--- config.mk ---
export PLATFORM = sky130hd
export DESIGN_NAME = cal_clock
export DESIGN_NICKNAME = d
export VERILOG_FILES = /design/src/rtl/cal_pkg.sv /design/src/rtl/cal_commit.sv /design/src/rtl/cal_hms.sv /design/src/rtl/cal_date.sv /design/src/rtl/cal_clock.sv
export SDC_FILE = /design/constraint.sdc
export NUM_CORES = 1
export LEC_CHECK = 0
export ABC_AREA = 1
export BUFFER_PORTS_ARGS = -buffer_cell sky130_fd_sc_hd__buf_2
export CORE_MARGIN = 1.5
export CORE_UTILIZATION = 30
export DETAILED_ROUTE_END_ITERATION = 8
export REMOVE_ABC_BUFFERS = 1
export SYNTH_ARGS = -nofsm -noshare
export SYNTH_HDL_FRONTEND = slang
export SYNTH_HIERARCHICAL = 1
export SYNTH_SLANG_ARGS = --single-unit
--- constraint.sdc ---
create_clock -name clk -period 2.75 [get_ports clk]
set_clock_uncertainty 0.2 [all_clocks]
set_input_delay 0.55 -clock clk [delete_from_list [all_inputs] [get_ports clk]]
set_output_delay 0.55 -clock clk [all_outputs]
set_load 0.005 [all_outputs]
--- src/rtl/cal_pkg.sv ---
package cal_pkg;
  localparam int REG_W = 32;

  localparam logic [7:0] ADDR_CTRL = 8'h00;
  localparam logic [7:0] ADDR_YMD  = 8'h10;
  localparam logic [7:0] ADDR_HMS  = 8'h14;

  localparam int CTRL_HMS_BUSY = 8;
  localparam int CTRL_YMD_BUSY = 7;

  typedef struct packed {
    logic [4:0] hour;
    logic [5:0] min;
    logic [5:0] sec;
  } hms_t;

  typedef struct packed {
    logic [5:0] year;
    logic [3:0] mon;
    logic [4:0] day;
  } ymd_t;

  function automatic logic [REG_W-1:0] hms_to_word(input hms_t t);
    return {11'd0, t.hour, 2'd0, t.min, 2'd0, t.sec};
  endfunction

  // year field counts from 1970; 1970+y divisible by 4 when y mod 4 == 2
  function automatic logic leap_of(input logic [5:0] y);
    return (y[1:0] == 2'd2);
  endfunction

  function automatic logic [4:0] month_days(input logic [3:0] m, input logic leap);
    case (m)
      4'd2:                      return leap ? 5'd29 : 5'd28;
      4'd4, 4'd6, 4'd9, 4'd11:   return 5'd30;
      default:                   return 5'd31;
    endcase
  endfunction
endpackage

--- src/rtl/cal_commit.sv ---
module cal_commit
  import cal_pkg::*;
#(
  parameter int COMMIT_TICKS  = 1,
  parameter int SETTLE_CYCLES = 2
) (
  input  logic             clk,
  input  logic             rst,
  input  logic             tick,
  input  logic             wr_req,
  input  logic [REG_W-1:0] wr_data,
  output logic             busy,
  output logic             commit,
  output logic [REG_W-1:0] commit_data
);
  localparam int TW = $clog2(COMMIT_TICKS + 1);
  localparam int SW = $clog2(SETTLE_CYCLES + 1);

  logic [TW-1:0] ticks_left;
  logic [SW-1:0] settle;

  assign commit = busy && (ticks_left == '0) && (settle <= SW'(1));

  always_ff @(posedge clk) begin
    if (rst) begin
      busy        <= 1'b0;
      ticks_left  <= '0;
      settle      <= '0;
      commit_data <= '0;
    end else if (wr_req && !busy) begin
      busy        <= 1'b1;
      ticks_left  <= TW'(COMMIT_TICKS);
      settle      <= '0;
      commit_data <= wr_data;
    end else if (busy) begin
      if (ticks_left != '0) begin
        if (tick) begin
          ticks_left <= ticks_left - TW'(1);
          if (ticks_left == TW'(1)) settle <= SW'(SETTLE_CYCLES);
        end
      end else if (settle <= SW'(1)) begin
        busy <= 1'b0;
      end else begin
        settle <= settle - SW'(1);
      end
    end
  end

  // an accepted write raises busy
  a_r4_busy_after_write: assert property (@(posedge clk) disable iff (rst)
    (wr_req && !busy) |=> busy);
  // busy only drops on a commit edge
  a_r5_busy_drop_on_commit: assert property (@(posedge clk) disable iff (rst)
    $fell(busy) |-> $past(commit));
  a_r5_commit_ends_busy: assert property (@(posedge clk) disable iff (rst)
    commit |=> !busy);
  // pending value held while busy
  a_r6_pending_held: assert property (@(posedge clk) disable iff (rst)
    (busy && !commit) |=> $stable(commit_data));
endmodule

--- src/rtl/cal_hms.sv ---
module cal_hms
  import cal_pkg::*;
(
  input  logic             clk,
  input  logic             rst,
  input  logic             tick,
  input  logic             load,
  input  logic [REG_W-1:0] load_word,
  output hms_t             now,
  output logic             day_step
);
  hms_t load_val;
  logic sec_last, min_last, hour_last;
  logic unused_load_bits;

  assign load_val.sec  = load_word[5:0];
  assign load_val.min  = load_word[13:8];
  assign load_val.hour = load_word[20:16];
  assign unused_load_bits = ^{load_word[31:21], load_word[15:14], load_word[7:6]};

  assign sec_last  = now.sec  >= 6'd59;
  assign min_last  = now.min  >= 6'd59;
  assign hour_last = now.hour >= 5'd23;
  // carry is taken from the value held before the edge, even on a load
  assign day_step  = tick && sec_last && min_last && hour_last;

  always_ff @(posedge clk) begin
    if (rst) begin
      now <= '0;
    end else if (load) begin
      now <= load_val;
    end else if (tick) begin
      if (!sec_last) begin
        now.sec <= now.sec + 6'd1;
      end else begin
        now.sec <= '0;
        if (!min_last) begin
          now.min <= now.min + 6'd1;
        end else begin
          now.min  <= '0;
          now.hour <= hour_last ? 5'd0 : now.hour + 5'd1;
        end
      end
    end
  end

  // time holds between ticks
  a_r1_hold_without_tick: assert property (@(posedge clk) disable iff (rst)
    (!tick && !load) |=> $stable(now));
  // seconds wrap to zero
  a_r1_sec_wrap: assert property (@(posedge clk) disable iff (rst)
    (tick && !load && now.sec == 6'd59) |=> now.sec == 6'd0);
  // a load wins over a coincident tick
  a_r8_load_wins: assert property (@(posedge clk) disable iff (rst)
    load |=> now == $past(load_val));
endmodule

--- src/rtl/cal_date.sv ---
module cal_date
  import cal_pkg::*;
#(
  parameter bit LINEAR = 1'b0,
  parameter int LIN_W  = 16
) (
  input  logic             clk,
  input  logic             rst,
  input  logic             day_step,
  input  logic             load,
  input  logic [REG_W-1:0] load_word,
  output logic [REG_W-1:0] date_word
);
  generate
    if (LINEAR) begin : g_linear
      logic [LIN_W-1:0] count;
      logic unused_hi;
      assign unused_hi = ^load_word[REG_W-1:LIN_W];

      always_ff @(posedge clk) begin
        if (rst)           count <= '0;
        else if (load)     count <= load_word[LIN_W-1:0];
        else if (day_step) count <= count + LIN_W'(1);
      end

      assign date_word = REG_W'(count);

      // linear day count steps by one and wraps
      a_r9_linear_step: assert property (@(posedge clk) disable iff (rst)
        (day_step && !load) |=> count == $past(count) + LIN_W'(1));
    end else begin : g_packed
      ymd_t       cur;
      logic       leap;
      logic [4:0] mlen;
      ymd_t       wr_val;
      logic       unused_hi;

      assign wr_val.day  = load_word[4:0];
      assign wr_val.mon  = load_word[11:8];
      assign wr_val.year = load_word[21:16];
      assign unused_hi   = ^{load_word[31:22], load_word[15:12], load_word[7:5]};
      assign mlen        = month_days(cur.mon, leap);

      always_ff @(posedge clk) begin
        if (rst) begin
          cur.day  <= 5'd1;
          cur.mon  <= 4'd1;
          cur.year <= 6'd0;
          leap     <= 1'b0;
        end else if (load) begin
          cur  <= wr_val;
          leap <= leap_of(wr_val.year);
        end else if (day_step) begin
          if (cur.day < mlen) begin
            cur.day <= cur.day + 5'd1;
          end else begin
            cur.day <= 5'd1;
            if (cur.mon < 4'd12) begin
              cur.mon <= cur.mon + 4'd1;
            end else begin
              cur.mon  <= 4'd1;
              cur.year <= cur.year + 6'd1;
              leap     <= leap_of(cur.year + 6'd1);
            end
          end
        end
      end

      assign date_word = {9'd0, leap, cur.year, 4'd0, cur.mon, 3'd0, cur.day};

      // year boundary
      a_r2_year_carry: assert property (@(posedge clk) disable iff (rst)
        (day_step && !load && cur.mon == 4'd12 && cur.day == 5'd31) |=>
          (cur.day == 5'd1 && cur.mon == 4'd1 && cur.year == $past(cur.year) + 6'd1));
      // date holds without a day step
      a_r2_hold: assert property (@(posedge clk) disable iff (rst)
        (!day_step && !load) |=> $stable(date_word));
      // leap February reaches day 29
      a_r3_feb29: assert property (@(posedge clk) disable iff (rst)
        (day_step && !load && leap && cur.mon == 4'd2 && cur.day == 5'd28) |=> cur.day == 5'd29);
    end
  endgenerate
endmodule

--- src/rtl/cal_clock.sv ---
module cal_clock
  import cal_pkg::*;
#(
  parameter int ADDR_W        = 8,
  parameter int COMMIT_TICKS  = 1,
  parameter int SETTLE_CYCLES = 2,
  parameter bit LINEAR_DAY    = 1'b0
) (
  input  logic              clk,
  input  logic              rst,
  input  logic              tick_1hz,
  input  logic [ADDR_W-1:0] reg_addr,
  input  logic              reg_wr,
  input  logic [REG_W-1:0]  reg_wdata,
  output logic [REG_W-1:0]  reg_rdata
);
  localparam logic [ADDR_W-1:0] A_CTRL = ADDR_W'(ADDR_CTRL);
  localparam logic [ADDR_W-1:0] A_YMD  = ADDR_W'(ADDR_YMD);
  localparam logic [ADDR_W-1:0] A_HMS  = ADDR_W'(ADDR_HMS);
  localparam int N_REGS  = 2;
  localparam int IDX_HMS = 0;
  localparam int IDX_YMD = 1;

  logic [N_REGS-1:0] hit, busy, commit;
  logic [REG_W-1:0]  cdata [N_REGS];
  hms_t              hms_now;
  logic              day_step;
  logic [REG_W-1:0]  date_word;
  logic [REG_W-1:0]  ctrl_word;

  assign hit[IDX_HMS] = reg_wr && (reg_addr == A_HMS);
  assign hit[IDX_YMD] = reg_wr && (reg_addr == A_YMD);

  for (genvar g = 0; g < N_REGS; g++) begin : g_slot
    cal_commit #(
      .COMMIT_TICKS (COMMIT_TICKS),
      .SETTLE_CYCLES(SETTLE_CYCLES)
    ) u_commit (
      .clk        (clk),
      .rst        (rst),
      .tick       (tick_1hz),
      .wr_req     (hit[g]),
      .wr_data    (reg_wdata),
      .busy       (busy[g]),
      .commit     (commit[g]),
      .commit_data(cdata[g])
    );
  end

  cal_hms u_hms (
    .clk      (clk),
    .rst      (rst),
    .tick     (tick_1hz),
    .load     (commit[IDX_HMS]),
    .load_word(cdata[IDX_HMS]),
    .now      (hms_now),
    .day_step (day_step)
  );

  cal_date #(.LINEAR(LINEAR_DAY)) u_date (
    .clk      (clk),
    .rst      (rst),
    .day_step (day_step),
    .load     (commit[IDX_YMD]),
    .load_word(cdata[IDX_YMD]),
    .date_word(date_word)
  );

  always_comb begin
    ctrl_word = '0;
    ctrl_word[CTRL_HMS_BUSY] = busy[IDX_HMS];
    ctrl_word[CTRL_YMD_BUSY] = busy[IDX_YMD];
  end

  always_ff @(posedge clk) begin
    if (rst) begin
      reg_rdata <= '0;
    end else begin
      case (reg_addr)
        A_CTRL:  reg_rdata <= ctrl_word;
        A_YMD:   reg_rdata <= date_word;
        A_HMS:   reg_rdata <= hms_to_word(hms_now);
        default: reg_rdata <= '0;
      endcase
    end
  end

  // unmapped addresses read zero one cycle later
  a_r7_unmapped_zero: assert property (@(posedge clk) disable iff (rst)
    (reg_addr != A_CTRL && reg_addr != A_YMD && reg_addr != A_HMS) |=> reg_rdata == '0);
endmodule

==> out/metrics.cfg, run 1 <==
[logic_synthesis]
synth_area_um2=5400
syn_inst=718
synth.avg_cell_area_um2=7.51
yosys_warnings=6

[timing]
setup_viol=0
fin_crit_sh_pct=86.9
rsz0062_at_grt=false
post-route-min-period_ns=2.39
hold_viol_final=0
fmax_mhz=419
fin_hold_ws_ns=0.247
slew_viol_final=0
setup_tns_ns=0

[finish]
drive_above_1_share_pct=23.0
syn2layout_area_growth_pct=10.8
diodes=0
fillers=1893
nNetsFinal=819
final_util_pct=34.3

[die]
start_util_pct=31.0
die_x_um=137
io_pins=76
rows=48
core_area_um2=17400
die_area_um2=18800
die_y_um=137

[placement]
dp_hpwl_mm=8.86
port_buffers=61
gp_congestion=0.829

[setup_path]
path_class=reg -> reg
worstPathRequired_ns=2.83
path_max_fanout=11
crit_top_cell=nand2_1
cpPeakStageDelay_ns=0.41
end_kind=register
arrival_ns=2.46
crit_slowest_cell=dfxtp_1
worstPathCellList=ha_1, nand2_1, nand3_1, nand2_1, nor3_1, nor2_2, inv_1, nand2_1, xnor2_1, nand2_1, a21oi_1
start_kind=register

[routing]
drc=0
drtPass1Iterations=7
wl_per_cell_um=12.6
drt_iter0_drc=249
num_vias=4542
routed_wirelength_mm=12.5
ant_nets=0
routed_via_density=4.57

[grt]
antenna_found_initial=0
grt.total_usage_pct=13.8
grt_pass1_vias=4083
use_met3_pct=3.26
grt_use_met1_pct=18.5
busiest_layer=met2
grt_pass1_wl_mm=20.4
use_met2_pct=22.3
grt_max_degree=33
gr-total-overflow=0

[clock_tree]
cts-htree-levels=3
clkTransAtPathRegs_ns=0.07
clockRootBuffer=clkbuf_16
cts_setup_buffers=0
cts_resized=0
hold_buffers=0
cts_made_buffers=9
cts_buffer_depth=2
clk_latency_ns=0.35
cts_tree=done
clock_sinks=105

[power_and_ir_drop]
ir_worst_vdd_v=0.000314
leakagePower_nw=2.50
power.density_nw_per_um2=482

[hold_path]
hold_class=in -> reg

[run]
drv_cap=0

[status]
outcome=finished, final reports clean

[sequential cells by signal (all words and copies together) (netlist names)]
name                         count
u_date/date_word                15
g_slot.u_commit/busy             2
g_slot.u_commit/ticks_left       2
reg_rdata                       32
g_slot.u_commit/commit_data     32
u_hms/now                       17
u_date/g_packed.leap             1
g_slot.u_commit/settle           4
[final cells by class]
class	instances	area (um2)	area share (%)
multi-input cells	514	2660	44.5
flip-flops and latches	105	2100	35.2
repair buffers	72	400	6.70
well taps	225	282	4.71
inverters	61	244	4.08
clock buffers	9	225	3.77
clock inverters	7	62.6	1.05
[final timing paths]
check / startpoint / cells past startpoint / endpoint / slack, ns
worst max-delay path: u_hms/now[12] / 11 / u_date/date_word[2] / 0.36
worst max register to register: u_hms/now[12] / 11 / u_date/date_word[2] / 0.36
worst min register to register: u_date/date_word[21] / 2 / reg_rdata[21] / 0.27
worst min-delay path: reg_wdata[5] / 3 / g_slot[0].u_commit/commit_data[5] / 0.25
[where the power goes]
group / switching, mW / internal, mW / total (mW)
clock: 0.615 / 0.634 / 1.25
sequential: 0.00369 / 1.52 / 1.53
combinational: 0.0748 / 0.0347 / 0.110
[placed cells by master, fill, tap and decap left out, types with 2 or more instances in the layout]
master / count
a211oi_1: 2
a21oi_1: 43
a21oi_2: 23
a22o_1: 2
a22oi_1: 3
a31oi_1: 4
buf_2: 61
buf_4: 10
clkbuf_16: 9
clkinvlp_4: 2
conb_1: 16
dfxtp_1: 105
ha_1: 12
inv_1: 49
inv_2: 10
inv_8: 5
nand2_1: 174
nand2_2: 26
nand2_4: 6
nand3_1: 52
nand3_2: 2
nand3_4: 2
nand4_1: 9
nor2_1: 77
nor2_2: 12
nor2_4: 3
nor3_1: 5
o21ai_0: 18
o31ai_1: 2
or2_2: 2
xnor2_1: 4
xor2_1: 7
[critical path: cells and delay by family (launching register included)]
family	cells	cell delay, ns
xor gates and xnor gates	1	0.17
and+or+nand+nor	7	0.86
DFF	1	0.41
AOI/OAI and AO/OA	1	0.11
adders and majority gates	1	0.20
buffers and inverters	1	0.39
[metrics by stage]
| step | instances | instance area (um2) | setup WS, ns | power [mW] |
|---|---|---|---|---|
| finish | 993 | 5980 | 0.361 | 2.88 |
| global route | 993 | 5980 | 0.116 | 3.00 |
| CTS | 993 | 5980 | 0.373 | 2.92 |
| detailed placement | 977 | 5690 | 0.396 | 1.67 |
| global placement | 977 | 5690 | 0.426 | 1.67 |
| floorplan | 680 | 5010 | 0.220 | 1.60 |
[routing by layer]
layer,vias to the layer above,routed length (um)
li1,2354,-
met3,9,775
met2,116,5610
met4,0,106
met1,2063,6040
met5,-,0
Power figures use the tool's default switching activity.
==> inputs of run 2 (changes only) <==
clock period = 2.8 ns   (was 2.75 ns; I/O delays follow)
==> out/metrics.cfg, run 2 (synthesis results as in run 1) <==
[status]
outcome=finished, final reports clean

[finish]
syn2layout_area_growth_pct=10.6
final_cell_area_um2=5960
drive_above_1_share_pct=23.0
top_regs=g_slot.u_commit/commit_data x32, reg_rdata x32, u_hms/now x17
nNetsFinal=819
layout_common_cells=nand2_1, dfxtp_1, nor2_1
final_common_cell=nand2_1
diodes=0

[setup_path]
path_max_fanout=11
start_kind=register
arrival_ns=2.43
end_kind=register
worstPathRequired_ns=2.85
r2r_slack_ns=0.42
path_class=reg -> reg

[grt]
grt.total_usage_pct=13.8
grt_pass1_wl_mm=20.2
antenna_found_initial=0
grt_max_degree=33
gr-total-overflow=0
grt_pass1_vias=4024

[clock_tree]
clk_latency_ns=0.35
cts_setup_buffers=0
cts_resized=0
clkTransAtPathRegs_ns=0.07
cts-htree-levels=3
cts_buffer_depth=2
cts_made_buffers=9
clockRootBuffer=clkbuf_16
cts_tree=done
clock_sinks=105
hold_buffers=0

[timing]
setup_tns_ns=0
rsz0062_at_grt=false
setup_viol=0
hold_viol_final=0
fmax_mhz=420
slew_viol_final=0
fin_crit_sh_pct=84.9
post-route-min-period_ns=2.38

[die]
die_y_um=137
io_pins=76
rows=48
die_x_um=137
start_util_pct=31.0
die_area_um2=18800
core_area_um2=17400

[run]
drv_cap=0

[placement]
port_buffers=61
gp_congestion=0.854
dp_hpwl_mm=8.93
placement.cell_area_um2=5680

[routing]
num_vias=4482
wl_per_cell_um=12.6
drt_iter0_drc=247
routed_wirelength_mm=12.5
routed_via_density=4.51
ant_nets=0
drtPass1Iterations=5
drc=0

[power_and_ir_drop]
ir_worst_vdd_v=0.000280
power.density_nw_per_um2=475
leakagePower_nw=2.50

[hold_path]
hold_class=in -> reg

## run 2: through the flow
step,hold slack (ns),power [mW],setup WS [ns],utilization [%],instances
final,0.252,2.83,0.421,34.2,993
after global routing,0.247,2.94,0.215,34.2,993
after CTS,0.239,2.87,0.432,34.2,993
after detailed placement,0.257,1.64,0.451,32.6,977
after global placement,0.253,1.64,0.462,32.6,977
after floorplan,0.236,1.57,0.270,-,680
## run 2: path summary, 6_finish.rpt
path                                           from  depth (start not counted)                                 to
hold / removal                         reg_wdata[5]                          3  g_slot[0].u_commit/commit_data[5]
hold reg to reg   g_slot[0].u_commit/commit_data[0]                          2  g_slot[0].u_commit/commit_data[0]
setup reg to reg                      u_hms/now[12]                         10               u_date/date_word[21]
setup / recovery                      u_hms/now[12]                         10               u_date/date_word[21]
## run 2: where the power goes
part | total [mW] | leakage, nW | switching (mW) | internal [mW]
registers | 1.50 | 0.846 | 0.00390 | 1.50
clock network | 1.23 | 0.140 | 0.589 | 0.638
logic | 0.105 | 1.51 | 0.0730 | 0.0323
total | 2.83 | 2.50 | 0.666 | 2.17
## run 2: critical path, cell delays in order (launching register included)
cell and delay, ns:
dfxtp_1 0.43, ha_1 0.20, nand2_1 0.09, nand3_1 0.10
nand2_1 0.13, nor3_1 0.21, nor2_2 0.11, inv_1 0.36
nand3_4 0.21, nor2_1 0.18, nor2_2 0.05
## run 2: layer usage
| metal | track usage, % | wire length (um) | vias to the layer above |
|---|---|---|---|
| li1 | - | - | 2346 |
| met1 | 18.6 | 6120 | 2029 |
| met2 | 22.3 | 5610 | 97 |
| met3 | 2.74 | 612 | 10 |
| met4 | 3.57 | 133 | 0 |
| met5 | 0 | 0 | - |
## run 2: layout make-up
class	count	area, um2
well taps	225	282
repair buffers	72	388
inverters	61	244
multi-input cells	514	2660
clock inverters	6	47.5
clock buffers	10	239
flip-flops and latches	105	2100
fillers	1926	11500
==> inputs of run 3 (changes only) <==
clock period = 2.3 ns   (was 2.8 ns; I/O delays follow)
==> out/metrics.cfg, run 3 (synthesis results as in run 1) <==
[routing]
drc=0
routed_wirelength_mm=13.0
num_vias=4590
ant_nets=0
drt_iter0_drc=302
routed_via_density=4.57
drtPass1Iterations=5
wl_per_cell_um=12.9

[setup_path]
worstPathRequired_ns=2.34
path_max_fanout=6
end_kind=register
start_kind=register
r2r_end=u_date/date_word[9]
reg2reg_depth=12
reg2reg_from=g_slot[1].u_commit/settle[1]
path_class=reg -> reg
r2r_slack_ns=0.15
arrival_ns=2.19

[placement]
port_buffers=61
dpl.cell_count=988
dp_hpwl_mm=9.17
gp_congestion=0.857
placement.cell_area_um2=5790

[finish]
fillers=1876
drive_above_1_share_pct=24.4
final_util_pct=34.9
final_cells=1004
diodes=0
layout_common_cells=nand2_1, dfxtp_1, nor2_1
final_common_cell=nand2_1
final_cell_area_um2=6080
nNetsFinal=830
top_regs=g_slot.u_commit/commit_data x32, reg_rdata x32, u_hms/now x17
syn2layout_area_growth_pct=12.7

[hold_path]
hold_class=in -> reg
hold_depth=3
min-delay-start=reg_wdata[12]
holdPathEnd=g_slot[0].u_commit/commit_data[12]

[grt]
grt.total_usage_pct=14.5
gr-total-overflow=0
grt_max_degree=21
grt_pass1_vias=4160
antenna_found_initial=0
grt_pass1_wl_mm=21.2

[clock_tree]
clkTransAtPathRegs_ns=0.07
clk_latency_ns=0.35
cts_buffer_depth=2
cts_tree=done
clock_sinks=105
cts_setup_buffers=0
clockRootBuffer=clkbuf_16
hold_buffers=0
cts-htree-levels=3
cts_made_buffers=9

[die]
core_area_um2=17400
die_area_um2=18800
die_y_um=137
rows=48
io_pins=76
start_util_pct=31.0
die_x_um=137

[power_and_ir_drop]
p_total_mw=3.46
leakagePower_nw=2.55
power.density_nw_per_um2=569
ir_worst_vdd_v=0.000365

[timing]
post-route-min-period_ns=2.15
fin_crit_sh_pct=93.4
hold_viol_final=0
fmax_mhz=466
setup_viol=0
slew_viol_final=0
rsz0062_at_grt=false

[status]
outcome=finished, final reports clean

[run]
drv_cap=0

run 3: final cells by class:
class | instances | area [um2] | area share, %
clock inverter | 7 | 62.6 | 1.03
sequential | 105 | 2100 | 34.6
inverter | 61 | 244 | 4.01
multi-input combinational | 514 | 2670 | 43.9
tap | 225 | 282 | 4.63
clock buffer | 9 | 225 | 3.70
timing repair buffer | 83 | 495 | 8.15
run 3: worst max-delay path, cell delays in order (launching register included):
cell and delay [ns]:
dfxtp_1 0.33, inv_1 0.06, ha_1 0.13, inv_1 0.04, nand2_1 0.05, nand2_1 0.12, nor2_2 0.19, inv_1 0.17
nand2_2 0.19, inv_1 0.11, a22o_1 0.19, o21ai_0 0.20, nor2_1 0.06
run 3: power breakdown:
| part | internal (mW) | switching, mW | leakage, nW |
|---|---|---|---|
| clock | 0.756 | 0.750 | 0.132 |
| sequential | 1.82 | 0.00464 | 0.846 |
| combinational | 0.0413 | 0.0902 | 1.57 |
| total | 2.62 | 0.845 | 2.55 |
run 3: repair_timing:
item | CTS | global route
resized for setup | 0 | 2
endpoints found under the hold margin | 0 | 0
endpoints found under the setup margin | 0 | 7
run 3: layer usage:
| metal | up-vias | share of wire [%] | global-route usage (%) |
|---|---|---|---|
| li1 | 2371 | - | - |
| met1 | 2083 | 49 | 19.9 |
| met2 | 124 | 45 | 23.4 |
| met3 | 12 | 5.0 | 2.85 |
| met4 | 0 | 1.0 | 3.33 |
| met5 | - | 0 | 0 |
run 3: worst max-delay path by stage:
| stage | cells after the start | end | slack [ns] | startpoint |
|---|---|---|---|---|
| floorplan | 12 | u_date/date_word[10] | -0.23 | g_slot[1].u_commit/settle[1] |
| global placement | 12 | u_date/date_word[10] | 0.19 | g_slot[1].u_commit/settle[1] |
| detailed placement | 12 | u_date/date_word[10] | 0.16 | g_slot[1].u_commit/settle[1] |
| CTS | 13 | u_date/date_word[21] | 0.14 | g_slot[1].u_commit/settle[1] |
| global route | 13 | u_date/date_word[10] | 0.008 | g_slot[1].u_commit/settle[1] |
| finish | 12 | u_date/date_word[9] | 0.15 | g_slot[1].u_commit/settle[1] |
run 3: metrics by stage:
stage | hold WS, ns | setup slack (ns) | TNS (ns)
floorplan | 0.236 | -0.230 | -1.52
global placement | 0.250 | 0.188 | 0
detailed placement | 0.253 | 0.158 | 0
CTS | 0.142 | 0.137 | 0
global route | 0.154 | 0.00826 | 0
finish | 0.151 | 0.152 | 0
